<file path="config.mk">
export PLATFORM = sky130hd
export DESIGN_NAME = serial_cmd_rx
export DESIGN_NICKNAME = d
export VERILOG_FILES = /design/src/rtl/serial_cmd_pkg.sv /design/src/rtl/scr_sync.sv /design/src/rtl/scr_edge.sv /design/src/rtl/scr_shift_core.sv /design/src/rtl/serial_cmd_rx.sv
export SDC_FILE = /design/constraint.sdc
export NUM_CORES = 1
export LEC_CHECK = 0
export ABC_AREA = 0
export BUFFER_PORTS_ARGS = -buffer_cell sky130_fd_sc_hd__buf_2
export CAP_MARGIN = 25
export CORE_MARGIN = 5
export CORE_UTILIZATION = 55
export CTS_CLUSTER_DIAMETER = 100
export DETAILED_ROUTE_END_ITERATION = 8
export PLACE_DENSITY = 0.77
export SYNTH_ARGS = -nofsm -noshare
export SYNTH_HDL_FRONTEND = slang
export SYNTH_SLANG_ARGS = --single-unit
</file>
<file path="constraint.sdc">
create_clock -name clk_i -period 2.1 [get_ports clk_i]
set_clock_uncertainty 0.1 [all_clocks]
set_input_delay 0.315 -clock clk_i [delete_from_list [all_inputs] [get_ports clk_i]]
set_output_delay 0.315 -clock clk_i [all_outputs]
set_load 0.02 [all_outputs]
</file>
<file path="src/rtl/serial_cmd_pkg.sv">
package serial_cmd_pkg;
  localparam int FRAME_BITS = 24;
  localparam int CMD_W      = 3;
  localparam int ADDR_W     = 3;
  localparam int DATA_W     = 16;
  localparam int CMD_LSB    = 19;
  localparam int ADDR_LSB   = 16;
  localparam int CNT_W      = $clog2(FRAME_BITS + 1);

  typedef struct packed {
    logic [CMD_W-1:0]  cmd;
    logic [ADDR_W-1:0] addr;
    logic [DATA_W-1:0] data;
  } cmd_frame_t;
endpackage

</file>
<file path="src/rtl/scr_sync.sv">
module scr_sync #(
  parameter int           W       = 1,
  parameter logic [W-1:0] RST_VAL = '0
) (
  input  logic         clk_i,
  input  logic         rst_ni,
  input  logic [W-1:0] d_i,
  output logic [W-1:0] q_o
);
  logic [W-1:0] s1_q, s2_q;

  always_ff @(posedge clk_i or negedge rst_ni) begin
    if (!rst_ni) begin
      s1_q <= RST_VAL;
      s2_q <= RST_VAL;
    end else begin
      s1_q <= d_i;
      s2_q <= s1_q;
    end
  end

  assign q_o = s2_q;
endmodule

</file>
<file path="src/rtl/scr_edge.sv">
module scr_edge #(
  parameter logic RST_VAL = 1'b0
) (
  input  logic clk_i,
  input  logic rst_ni,
  input  logic sig_i,
  output logic rise_o,
  output logic fall_o
);
  logic prev_q;

  always_ff @(posedge clk_i or negedge rst_ni) begin
    if (!rst_ni) prev_q <= RST_VAL;
    else         prev_q <= sig_i;
  end

  assign rise_o = sig_i & ~prev_q;
  assign fall_o = ~sig_i & prev_q;
endmodule

</file>
<file path="src/rtl/scr_shift_core.sv">
module scr_shift_core
  import serial_cmd_pkg::*;
(
  input  logic                  clk_i,
  input  logic                  rst_ni,
  input  logic                  sync_s_i,
  input  logic                  sync_fall_i,
  input  logic                  sync_rise_i,
  input  logic                  sclk_fall_i,
  input  logic                  din_s_i,
  output logic [FRAME_BITS-1:0] word_o,
  output logic                  accept_o,
  output logic                  abort_o
);
  localparam logic [CNT_W-1:0] LAST_IDX = CNT_W'(FRAME_BITS - 1);

  logic                  active_q;
  logic [CNT_W-1:0]      cnt_q;
  logic [FRAME_BITS-1:0] sreg_q;
  logic                  shift_en;

  assign shift_en = active_q & ~sync_s_i & ~sync_fall_i & sclk_fall_i;
  assign word_o   = {sreg_q[FRAME_BITS-2:0], din_s_i};
  assign accept_o = shift_en & (cnt_q == LAST_IDX);
  assign abort_o  = sync_rise_i & active_q;

  always_ff @(posedge clk_i or negedge rst_ni) begin
    if (!rst_ni) begin
      active_q <= 1'b0;
      cnt_q    <= '0;
      sreg_q   <= '0;
    end else if (sync_s_i) begin
      // strobe high: idle and cleared, partial bits dropped
      active_q <= 1'b0;
      cnt_q    <= '0;
      sreg_q   <= '0;
    end else if (sync_fall_i) begin
      active_q <= 1'b1;
      cnt_q    <= '0;
      sreg_q   <= '0;
    end else if (shift_en) begin
      sreg_q <= word_o;
      if (cnt_q == LAST_IDX) begin
        active_q <= 1'b0; // later edges ignored until strobe cycles
        cnt_q    <= '0;
      end else begin
        cnt_q <= cnt_q + 1'b1;
      end
    end
  end

  p_cnt_range_r2: assert property (@(posedge clk_i) disable iff (!rst_ni)
    cnt_q < CNT_W'(FRAME_BITS));
  p_idle_high_r10: assert property (@(posedge clk_i) disable iff (!rst_ni)
    sync_s_i |=> !active_q);
  p_accept_abort_excl_r5: assert property (@(posedge clk_i) disable iff (!rst_ni)
    !(accept_o && abort_o));
  p_done_stops_r8: assert property (@(posedge clk_i) disable iff (!rst_ni)
    accept_o |=> !active_q);
endmodule

</file>
<file path="src/rtl/serial_cmd_rx.sv">
module serial_cmd_rx
  import serial_cmd_pkg::*;
#(
  parameter int RES_BITS = 12
) (
  input  logic              clk_i,
  input  logic              rst_ni,
  input  logic              sclk_i,
  input  logic              sync_ni,
  input  logic              din_i,
  output logic [CMD_W-1:0]  cmd_o,
  output logic [ADDR_W-1:0] addr_o,
  output logic [DATA_W-1:0] data_o,
  output logic              frame_valid_o,
  output logic              frame_abort_o
);
  localparam int                LOW_BITS  = DATA_W - RES_BITS;
  localparam logic [DATA_W-1:0] DATA_MASK = ~((DATA_W'(1) << LOW_BITS) - DATA_W'(1));

  logic [2:0]            raw_s;
  logic                  sclk_s, sync_s, din_s;
  logic                  sclk_rise_unused, sclk_fall;
  logic                  sync_rise, sync_fall;
  logic [FRAME_BITS-1:0] word;
  logic                  accept, abort;
  cmd_frame_t            frame_q;
  logic                  valid_q, abort_q;

  scr_sync #(.W(3), .RST_VAL(3'b010)) u_sync (
    .clk_i (clk_i),
    .rst_ni(rst_ni),
    .d_i   ({sclk_i, sync_ni, din_i}),
    .q_o   (raw_s)
  );
  assign {sclk_s, sync_s, din_s} = raw_s;

  scr_edge #(.RST_VAL(1'b0)) u_sclk_edge (
    .clk_i (clk_i),
    .rst_ni(rst_ni),
    .sig_i (sclk_s),
    .rise_o(sclk_rise_unused),
    .fall_o(sclk_fall)
  );

  scr_edge #(.RST_VAL(1'b1)) u_sync_edge (
    .clk_i (clk_i),
    .rst_ni(rst_ni),
    .sig_i (sync_s),
    .rise_o(sync_rise),
    .fall_o(sync_fall)
  );

  scr_shift_core u_core (
    .clk_i      (clk_i),
    .rst_ni     (rst_ni),
    .sync_s_i   (sync_s),
    .sync_fall_i(sync_fall),
    .sync_rise_i(sync_rise),
    .sclk_fall_i(sclk_fall),
    .din_s_i    (din_s),
    .word_o     (word),
    .accept_o   (accept),
    .abort_o    (abort)
  );

  always_ff @(posedge clk_i or negedge rst_ni) begin
    if (!rst_ni) begin
      frame_q <= '0;
      valid_q <= 1'b0;
      abort_q <= 1'b0;
    end else begin
      valid_q <= accept;
      abort_q <= abort;
      if (accept) begin
        frame_q.cmd  <= word[CMD_LSB +: CMD_W];
        frame_q.addr <= word[ADDR_LSB +: ADDR_W];
        frame_q.data <= word[DATA_W-1:0] & DATA_MASK;
      end
    end
  end

  assign cmd_o         = frame_q.cmd;
  assign addr_o        = frame_q.addr;
  assign data_o        = frame_q.data;
  assign frame_valid_o = valid_q;
  assign frame_abort_o = abort_q;

  p_valid_pulse_r2: assert property (@(posedge clk_i) disable iff (!rst_ni)
    frame_valid_o |=> !frame_valid_o);
  p_abort_pulse_r5: assert property (@(posedge clk_i) disable iff (!rst_ni)
    frame_abort_o |=> !frame_abort_o);
  p_abort_no_valid_r5: assert property (@(posedge clk_i) disable iff (!rst_ni)
    frame_abort_o |-> !frame_valid_o);
  p_hold_fields_r9: assert property (@(posedge clk_i) disable iff (!rst_ni)
    !frame_valid_o |-> $stable({cmd_o, addr_o, data_o}));
endmodule

</file>
Yosys cells after proc, flatten, opt, wreduce, memory -nomap -nowiden

Cells that the tools add are included.

Memories: 0
ROM bits: 0
Input port bits: 5
Bits in latches: 0
Output and inout bits: 24
Flip-flop bits (word level): 55
RAM bits: 0
Word-level logic and storage cells: 40

Div/mod/pow operators: 0
Add/sub/neg operators: 1
Shift operators: 0
Mux-type cells: 11
Multipliers: 0
$lt $le $gt $ge: 0
Bitwise operators: 12
Reductions and logical operators: 3
Equality and inequality tests: 1

Operator list:

| kind                                         | number |
|---|---|
| 2-to-1 mux 21 bit                            | 3 |
| 2-to-1 mux 5 bit                             | 4 |
| bitwise AND 1 bit                            | 8 |
| nonzero test 3 bit                           | 2 |
| adder 5 x 1 -> 5 bit (second input constant) | 1 |
| == test 5 bit (second input constant)        | 1 |
| 2-to-1 mux 1 bit                             | 4 |
| NOT 1 bit                                    | 4 |
| AND reduction 2 bit                          | 1 |

Longest topological paths before layout

Gate-level depths: netlist (run 1).

Depth after elaboration: 8
Gate-level depth with buffers: 5
Gate-level depth less buffers: 4

Cells and area by module

From an unflattened synthesis (run 1), not the netlist that was laid out.

Cell total of the unflattened synthesis: 191
Area, all modules: 2277.2 µm²

Modules (own cells, without submodules):

| module                  | cells each | sequential area each (µm²) | instances | area an instance (µm²) |
|---|---|---|---|---|
| scr_shift_core          | 134        | 725.7                      | 1         | 1237.4 |
| serial_cmd_rx           | 45         | 500.5                      | 1         | 805.8 |
| scr_sync                | 6          | 152.6                      | 1         | 152.6 |
| scr_edge at u_sync_edge | 3          | 26.3                       | 1         | 41.3 |
| scr_edge at u_sclk_edge | 3          | 25.0                       | 1         | 40.0 |

Least setup slack after synthesis (run 1)

OpenSTA, ideal clock, no wires.

Path type: register to register
Start: reg u_core.cnt_q[0]
End: reg frame_q, in the netlist data_o[10]
Required time: 1.875 ns
Buffers on the path: 1
Library setup time: 0.125 ns
Data arrival time: 1.581 ns
Setup slack: 0.294 ns
Clock period less this slack: 1.806 ns
Stages on the path, launching flop included: 6
Path through: dfrtp_1 > ha_1 > nand4b_1 > nor3_4 > buf_12 > mux2_4

Cells in the longest elaborated chain, start to end: 2

Ends and longest elaborated chain:

| what                   | RTL line             | text |
|---|---|---|
| start, declared        | scr_shift_core.sv:18 | `logic [CNT_W-1:0] cnt_q;` |
| start signal, assigned | scr_shift_core.sv:47 | `cnt_q <= cnt_q + 1'b1;` |
| == test 5 bit          | scr_shift_core.sv:24 | `assign accept_o = shift_en & (cnt_q == LAST_IDX);` |
| bitwise AND 1 bit      | scr_shift_core.sv:24 |  |
| via accept             | serial_cmd_rx.sv:25  | `logic accept, abort;` |
| end, declared          | serial_cmd_rx.sv:26  | `cmd_frame_t frame_q;` |

The timed path passes the listed nets, and every way through them passes these cells.
A chain may end at the register's enable or synchronous reset.

Final worst setup path (run 1)

Start: reg u_core.cnt_q[0]
End: reg frame_q, in the netlist addr_o[2]

Cells in the longest elaborated chain, start to end: 2

Ends and longest elaborated chain:

| what              | RTL line |
|---|---|
| == test 5 bit     | scr_shift_core.sv:24 |
| bitwise AND 1 bit | scr_shift_core.sv:24 |

Every way passes these cells.

==> results.md, run 1 <==
- Fill cell count: 289
- Post-synthesis sequential area ratio: 66.4%
- Core Region: 3660 µm²
- Power Total: 1.76 mW
- Synth Area in XOR/XNOR: 0.843%
- Register clock-pin slew on the reported worst setup and hold paths: 0.09 ns
- Initial core utilization: 56.7%
- Post-route clock period utilization: 87.5%
- Max transition margin: 46.0%
- Ratio of cells with drive above 1 in the final layout: 35.5%
- Worst path arrival time: 1.93 ns
- Inserted Clock Buffers: 5
- RSZ-0062 raised after global routing: no
- Syn Inst Count: 134
- P_int: 1.39 mW
- Final hold slack: 0.254 ns
- Final HPWL DP: 2.27 mm
- Worst skew pair latency: 0.30 ns
- Synth Area in Compound Gates: 11.6%
- Routed wire length: 3.34 mm
- First-pass GRT wire length: 5.76 mm
- Post-route DRC: 0
- VDD IR max: 0.000614 V
- Largest family of logic cells by synthesized area: compound AO/OA/AOI/OAI gates
- GRT overflow: 0
- Syn-to-layout area delta: 15.1%
- WS Path Type: flop to flop
- DRT iter0 DRCs: 43
- GRT Resource Usage Total: 14.5%
- Vias per cell: 5.43
- Initial antenna violation count: 0
- Synth area leader: dfrtp_1
- Vias in the first global route: 1,203
- Ant. Diodes: 0
- Fin. Hold Viols: 0
- Nets@finish: 171
- Die width: 71.5 µm
- GPL Wtd Cong: 0.736
- Sw power: 374 µW
- Fin. max-slew vios: 0
- Area share of the largest cell type after synthesis: 62.7%
- Post-route setup TNS: 0 ns
- TritonCTS clock tree: done
- Area contributors post-synth: dfrtp_1, a22o_1, mux2_4, mux2_2, dfstp_2
- Switching share of power: 21.2%
- Share of power burned in registers: 61.1%
- Final setup fails: 0
- Port Buffers: 24
- Cell Pwr Density: 738 nW/µm²
- Worst hold path class: flop to flop
- Crit path max fanout: 19
- YS warnings: 0
- Status: finished, final reports clean
- Via count: 1,163
- Largest net degree at the start of global routing: 31
- Worst path required time: 2.19 ns
- Setup crit end kind: flop
- DIE AREA: 5110 µm²
- Number of routed nets with antenna violations: 0
- Die H: 71.5 µm
- Seq cells post-synth: 55
- DR pass1 iterations: 4
- Min cycle time layout: 1.84 ns
- Total clock sinks: 55
- Mux cell area share after synthesis: 11.4%
- Clk root buf: clkbuf_8
- Post-Synth Simple-Gate Area: 5.30%
- I/O pin count: 29
- Row count: 22
- Slew @ Worst Pin: 0.810 ns
- Finished Layout Cells: 214
- Longest Clk Path Bufs: 2
- DR WL/cell: 15.6 µm
- Mapped cell area: 2080 µm²
- Clock Power Share: 35.3%
- Max H-tree Level: 2
- CP startpoint kind: flop
- Post-Synth Adder-Cell Area: 0.602%
- MaxCap Viol Count: 0
- Highest clock rate: 544 MHz
- LEAKAGE: 1.22 nW
- Dpl cells: 202
- Finished Core Util: 65.3%
- Post-Synthesis Mean Instance Area: 15.5 µm²
- Part of the power in combinational logic: 3.6%
- Yosys cell types: 26
-- final timing paths --
| kind | from | to | slack [ns] | depth (start not counted) |
|---|---|---|---|---|
| hold / removal | u_sync.s1_q[2]$_DFF_PN0_ | u_sync.q_o[2]$_DFF_PN0_ | 0.25 | 0 |
| hold reg to reg | u_sync.s1_q[2]$_DFF_PN0_ | u_sync.q_o[2]$_DFF_PN0_ | 0.25 | 0 |
| setup / recovery | u_core.cnt_q[0]$_DFFE_PN0P_ | addr_o[2]$_DFFE_PN0P_ | 0.26 | 5 |
| setup reg to reg | u_core.cnt_q[0]$_DFFE_PN0P_ | addr_o[2]$_DFFE_PN0P_ | 0.26 | 5 |
| min in group asynchronous | rst_ni | u_core.cnt_q[2]$_DFFE_PN0P_ | 0.45 | 2 |
| max in group asynchronous | rst_ni | u_core.sreg_q[1]$_DFFE_PN0P_ | 0.90 | 3 |
-- kinds of logic (layout without fill, tap and decap cells) --
| family | after synthesis | in the layout |
|---|---|---|
| DFF | 55 | 55 |
| AOI/OAI and AO/OA | 30 | 30 |
| adders and majority gates | 1 | 1 |
| muxes | 18 | 18 |
| other | 1 | 4 |
| buffers and inverters | 12 | 41 |
| and+or+nand+nor | 15 | 15 |
| xor gates and xnor gates | 2 | 2 |
-- stage by stage --
step                      area (µm²)  worst slack, ns
final                           2390            0.262
after global routing            2390            0.191
after CTS                       2360            0.268
after detailed placement        2250            0.275
after global placement          2250            0.411
after floorplan                 2090            0.294
-- registers in the layout (all words and copies together), names as in the netlist, 3 cells and up --
signal         count
addr_o             3
u_sync.q_o         3
cmd_o              3
u_core.sreg_q     21
data_o            12
u_core.cnt_q       5
u_sync.s1_q        3
-- cells in the mapped netlist --
library cell  count
dfrtp_1          52
a22o_1           22
mux2_2            9
mux2_4            9
clkbuf_1          5
buf_4             4
nor2_1            4
dfstp_2           3
o21ai_0           3
a21oi_1           2
inv_1             2
nand2_1           2
nand4b_1          2
o211ai_1          2
xor2_1            2
and2_1            1
and3_1            1
buf_12            1
conb_1            1
ha_1              1
nand3_1           1
nand3b_4          1
nor3_4            1
o31ai_1           1
or2_4             1
or4_1             1
-- routing by layer --
metal	vias up	track usage [%]	part of all wire (%)
met3	5	5.19	7.1
li1	535	-	-
met1	584	19.8	45
met4	0	5.43	1.3
met5	-	0	0
met2	39	21.5	46
-- placed cells by master (no fill, tap or decap) --
cell type / count
dlygate4sd3_1: 4
nand2_1: 2
ha_1: 1
o31ai_1: 1
and3_1: 1
mux2_4: 9
o211ai_1: 2
dfstp_2: 3
inv_1: 2
nand4b_1: 2
nor3_4: 1
nor2_1: 4
and2_1: 1
buf_12: 2
dfrtp_1: 52
buf_2: 24
nand3b_4: 1
mux2_2: 9
conb_1: 4
a22o_1: 22
a21oi_1: 2
or4_1: 1
clkbuf_8: 7
o21ai_0: 3
clkinvlp_4: 1
nand3_1: 1
xor2_1: 2
buf_4: 1
or2_4: 1
-- power by group through the flow --
stage	logic, mW	registers [mW]	clock network (mW)
after global placement	0.0571	1.10	0
after detailed placement	0.0589	1.10	0
after floorplan	0.0312	1.10	0
after CTS	0.0606	1.08	0.632
after global routing	0.0713	1.08	0.682
final	0.0628	1.08	0.623
-- critical path, cell delays in order, from the launching register on --
cell	delay [ns]
dfrtp_1	0.40
ha_1	0.22
nand4b_1	0.24
nor3_4	0.22
buf_12	0.20
mux2_2	0.35
-- what timing repair did --
item                                   CTS  global route
setup endpoints to repair                0             0
resized for setup                        0             0
buffers inserted                         0             0
endpoints found under the hold margin   22             3
hold buffers                             1             3
-- area by class of cell --
cell class / count / area (µm²) / area share [%]
clock buffer: 7 / 96.3 / 4.03
clock inverter: 1 / 7.51 / 0.314
inverter: 2 / 7.51 / 0.314
multi-input combinational: 70 / 632 / 26.4
sequential: 55 / 1380 / 57.7
tap: 48 / 60.1 / 2.51
timing repair buffer: 31 / 208 / 8.69
No activity file was read; power rests on OpenSTA's default activity.
==> run 2: changes to the inputs <==
--- a/config.mk
+++ b/config.mk
@@ -12,7 +12,8 @@
 export CORE_UTILIZATION = 55
 export CTS_CLUSTER_DIAMETER = 100
 export DETAILED_ROUTE_END_ITERATION = 8
-export PLACE_DENSITY = 0.77
+export PLACE_DENSITY = 0.81
+export SETUP_SLACK_MARGIN = 0.15
 export SYNTH_ARGS = -nofsm -noshare
 export SYNTH_HDL_FRONTEND = slang
 export SYNTH_SLANG_ARGS = --single-unit
==> run 2 against run 1 <==
  * Register-to-register slack is essentially flat
  * Hold slack worse by 0.24 ns
  * Clock power decreased by 8.2%
  * Largest power group unchanged
  * Setup slack worse by 0.0066 ns
  * Final cell count decreased by 0.93%
  * Routed wire length rose by 4.3%
  * Total power decreased by 3.2%
  * Sequential power hardly changed
  * Flip-flop and latch count is the same
  * Cell area down 2.0%
  * Combinational power shrank 9.4%
==> results.md, run 2 (synthesized netlist as in run 1, its figures left out) <==
- Status: finished, final reports clean
- Port Buffers: 24
- Finished Core Util: 64.0%
- Most flops, register: u_core.sreg_q
- Clk root buf: clkbuf_8
- VDD IR max: 0.000507 V
- Initial core utilization: 56.7%
- DR WL/cell: 16.4 µm
- Worst path required time: 2.19 ns
- GRT overflow: 0
- Fin. max-slew vios: 0
- CP startpoint kind: flop
- Most frequent cells in the layout: dfrtp_1, buf_2, a22o_1, mux2_4, mux2_2
- Slew @ Worst Pin: 0.816 ns
- Min cycle time layout: 1.84 ns
- I/O pin count: 29
- Met3 WL post-DR: 189 µm
- Ratio of cells with drive above 1 in the final layout: 36.0%
- Wire length on met2: 1.69 mm
- Total clock sinks: 55
- Setup crit end kind: flop
- Max H-tree Level: 2
- DIE AREA: 5110 µm²
- Syn-to-layout area delta: 12.8%
- Crit path max fanout: 19
- Nets@finish: 169
- Worst hold path class: primary input to async pin
- Post-route DRC: 0
- Post-route setup TNS: 0 ns
- Worst skew pair latency: 0.30 ns
- Ant. Diodes: 0
- Setup bufs post-CTS: 0
- RSZ-0062 raised after global routing: no
- WS Path Type: flop to flop
- First-pass GRT wire length: 5.80 mm
- Vias in the first global route: 1,181
- Die width: 71.5 µm
- Longest Clk Path Bufs: 2
- Top Layer Used: met4
- GPL Wtd Cong: 0.751
- Vias per cell: 5.50
- TritonCTS clock tree: done
- Register clock-pin slew on the reported worst setup and hold paths: 0.09 ns
- Cell Pwr Density: 729 nW/µm²
- Final setup fails: 0
- Fin. Hold Viols: 0
- Routed wire length: 3.48 mm
- Power Total: 1.71 mW
- Post-route clock period utilization: 87.8%
- DR pass1 iterations: 4
- Row count: 22
- Max transition margin: 45.6%
- Max reg flops: 21
- Post-CTS resize count: 0
- Initial antenna violation count: 0
- Die H: 71.5 µm
- Number of routed nets with antenna violations: 0
- Final HPWL DP: 2.35 mm
- Largest net degree at the start of global routing: 56
- Inserted Clock Buffers: 5
- Core Region: 3660 µm²
- DRT iter0 DRCs: 45
- Leading cell type in the layout, fill and taps excluded: dfrtp_1
- Met1 WL: 1.57 mm
- LEAKAGE: 1.21 nW
- Worst path arrival time: 1.94 ns
- Via count: 1,167
- GRT Resource Usage Total: 14.5%
- Highest clock rate: 542 MHz
- MaxCap Viol Count: 0
==> run 2: changes by cell type in the layout (fill, tap and decap cells not counted), sizes merged <==
cell         previous run  this run
clkinv                  0         2
clkbuf                  7         5
inv                     2         3
dlygate4sd3             4         2
clkinvlp                1         0
==> run 2: metal layers <==
layer | GRT usage [%] | vias up
li1 | - | 537
met1 | 20.2 | 594
met2 | 21.7 | 28
met3 | 4.63 | 8
met4 | 4.38 | 0
met5 | 0 | -
==> run 2: timing repair <==
action	in CTS	in global routing
endpoints found under the hold margin	1	1
hold buffers	1	1
setup endpoints to repair	0	0
==> run 2: worst max-delay path, cell delays in order (launching register included) <==
cell and delay (ns):
dfrtp_1 0.40, ha_1 0.21, nand4b_1 0.25, nor3_4 0.22
buf_12 0.20, mux2_2 0.35
==> run 2: worst paths after layout <==
path | from | to | slack, ns | cells past startpoint
setup / recovery | u_core.cnt_q[1]$_DFFE_PN0P_ | cmd_o[0]$_DFFE_PN0P_ | 0.26 | 5
max in group asynchronous | rst_ni | cmd_o[1]$_DFFE_PN0P_ | 1.46 | 2
min in group clk_i | din_i | u_sync.s1_q[0]$_DFF_PN0_ | 0.02 | 1
hold / removal | rst_ni | addr_o[1]$_DFFE_PN0P_ | 0.02 | 2
hold reg to reg | u_sync.s1_q[0]$_DFF_PN0_ | u_sync.q_o[0]$_DFF_PN0_ | 0.26 | 0
setup reg to reg | u_core.cnt_q[1]$_DFFE_PN0P_ | cmd_o[0]$_DFFE_PN0P_ | 0.26 | 5
==> run 2: stage by stage <==
stage               area [µm²]  worst slack, ns  hold slack, ns  std cells
finish                    2340            0.255          0.0171        212
detailed placement        2230            0.284           0.236        202
global placement          2230            0.413           0.233        202
global route              2340            0.162         0.00539        212
CTS                       2330            0.269         0.00413        211
floorplan                 2090            0.294         -0.0806        137
==> run 2: final cells by class <==
class	instances	area (µm²)
sequential	55	1380
timing repair buffer	29	175
clock buffer	5	68.8
multi-input combinational	70	632
inverter	2	7.51
fill	249	1320
clock inverter	3	18.8
tap	48	60.1
==> run 2: where the power goes <==
part           internal, mW  total [mW]  switching [mW]
Sequential             1.07        1.08         0.00734
Combinational        0.0134      0.0569          0.0435
Clock                 0.235       0.572           0.337
Total                  1.32        1.71           0.388
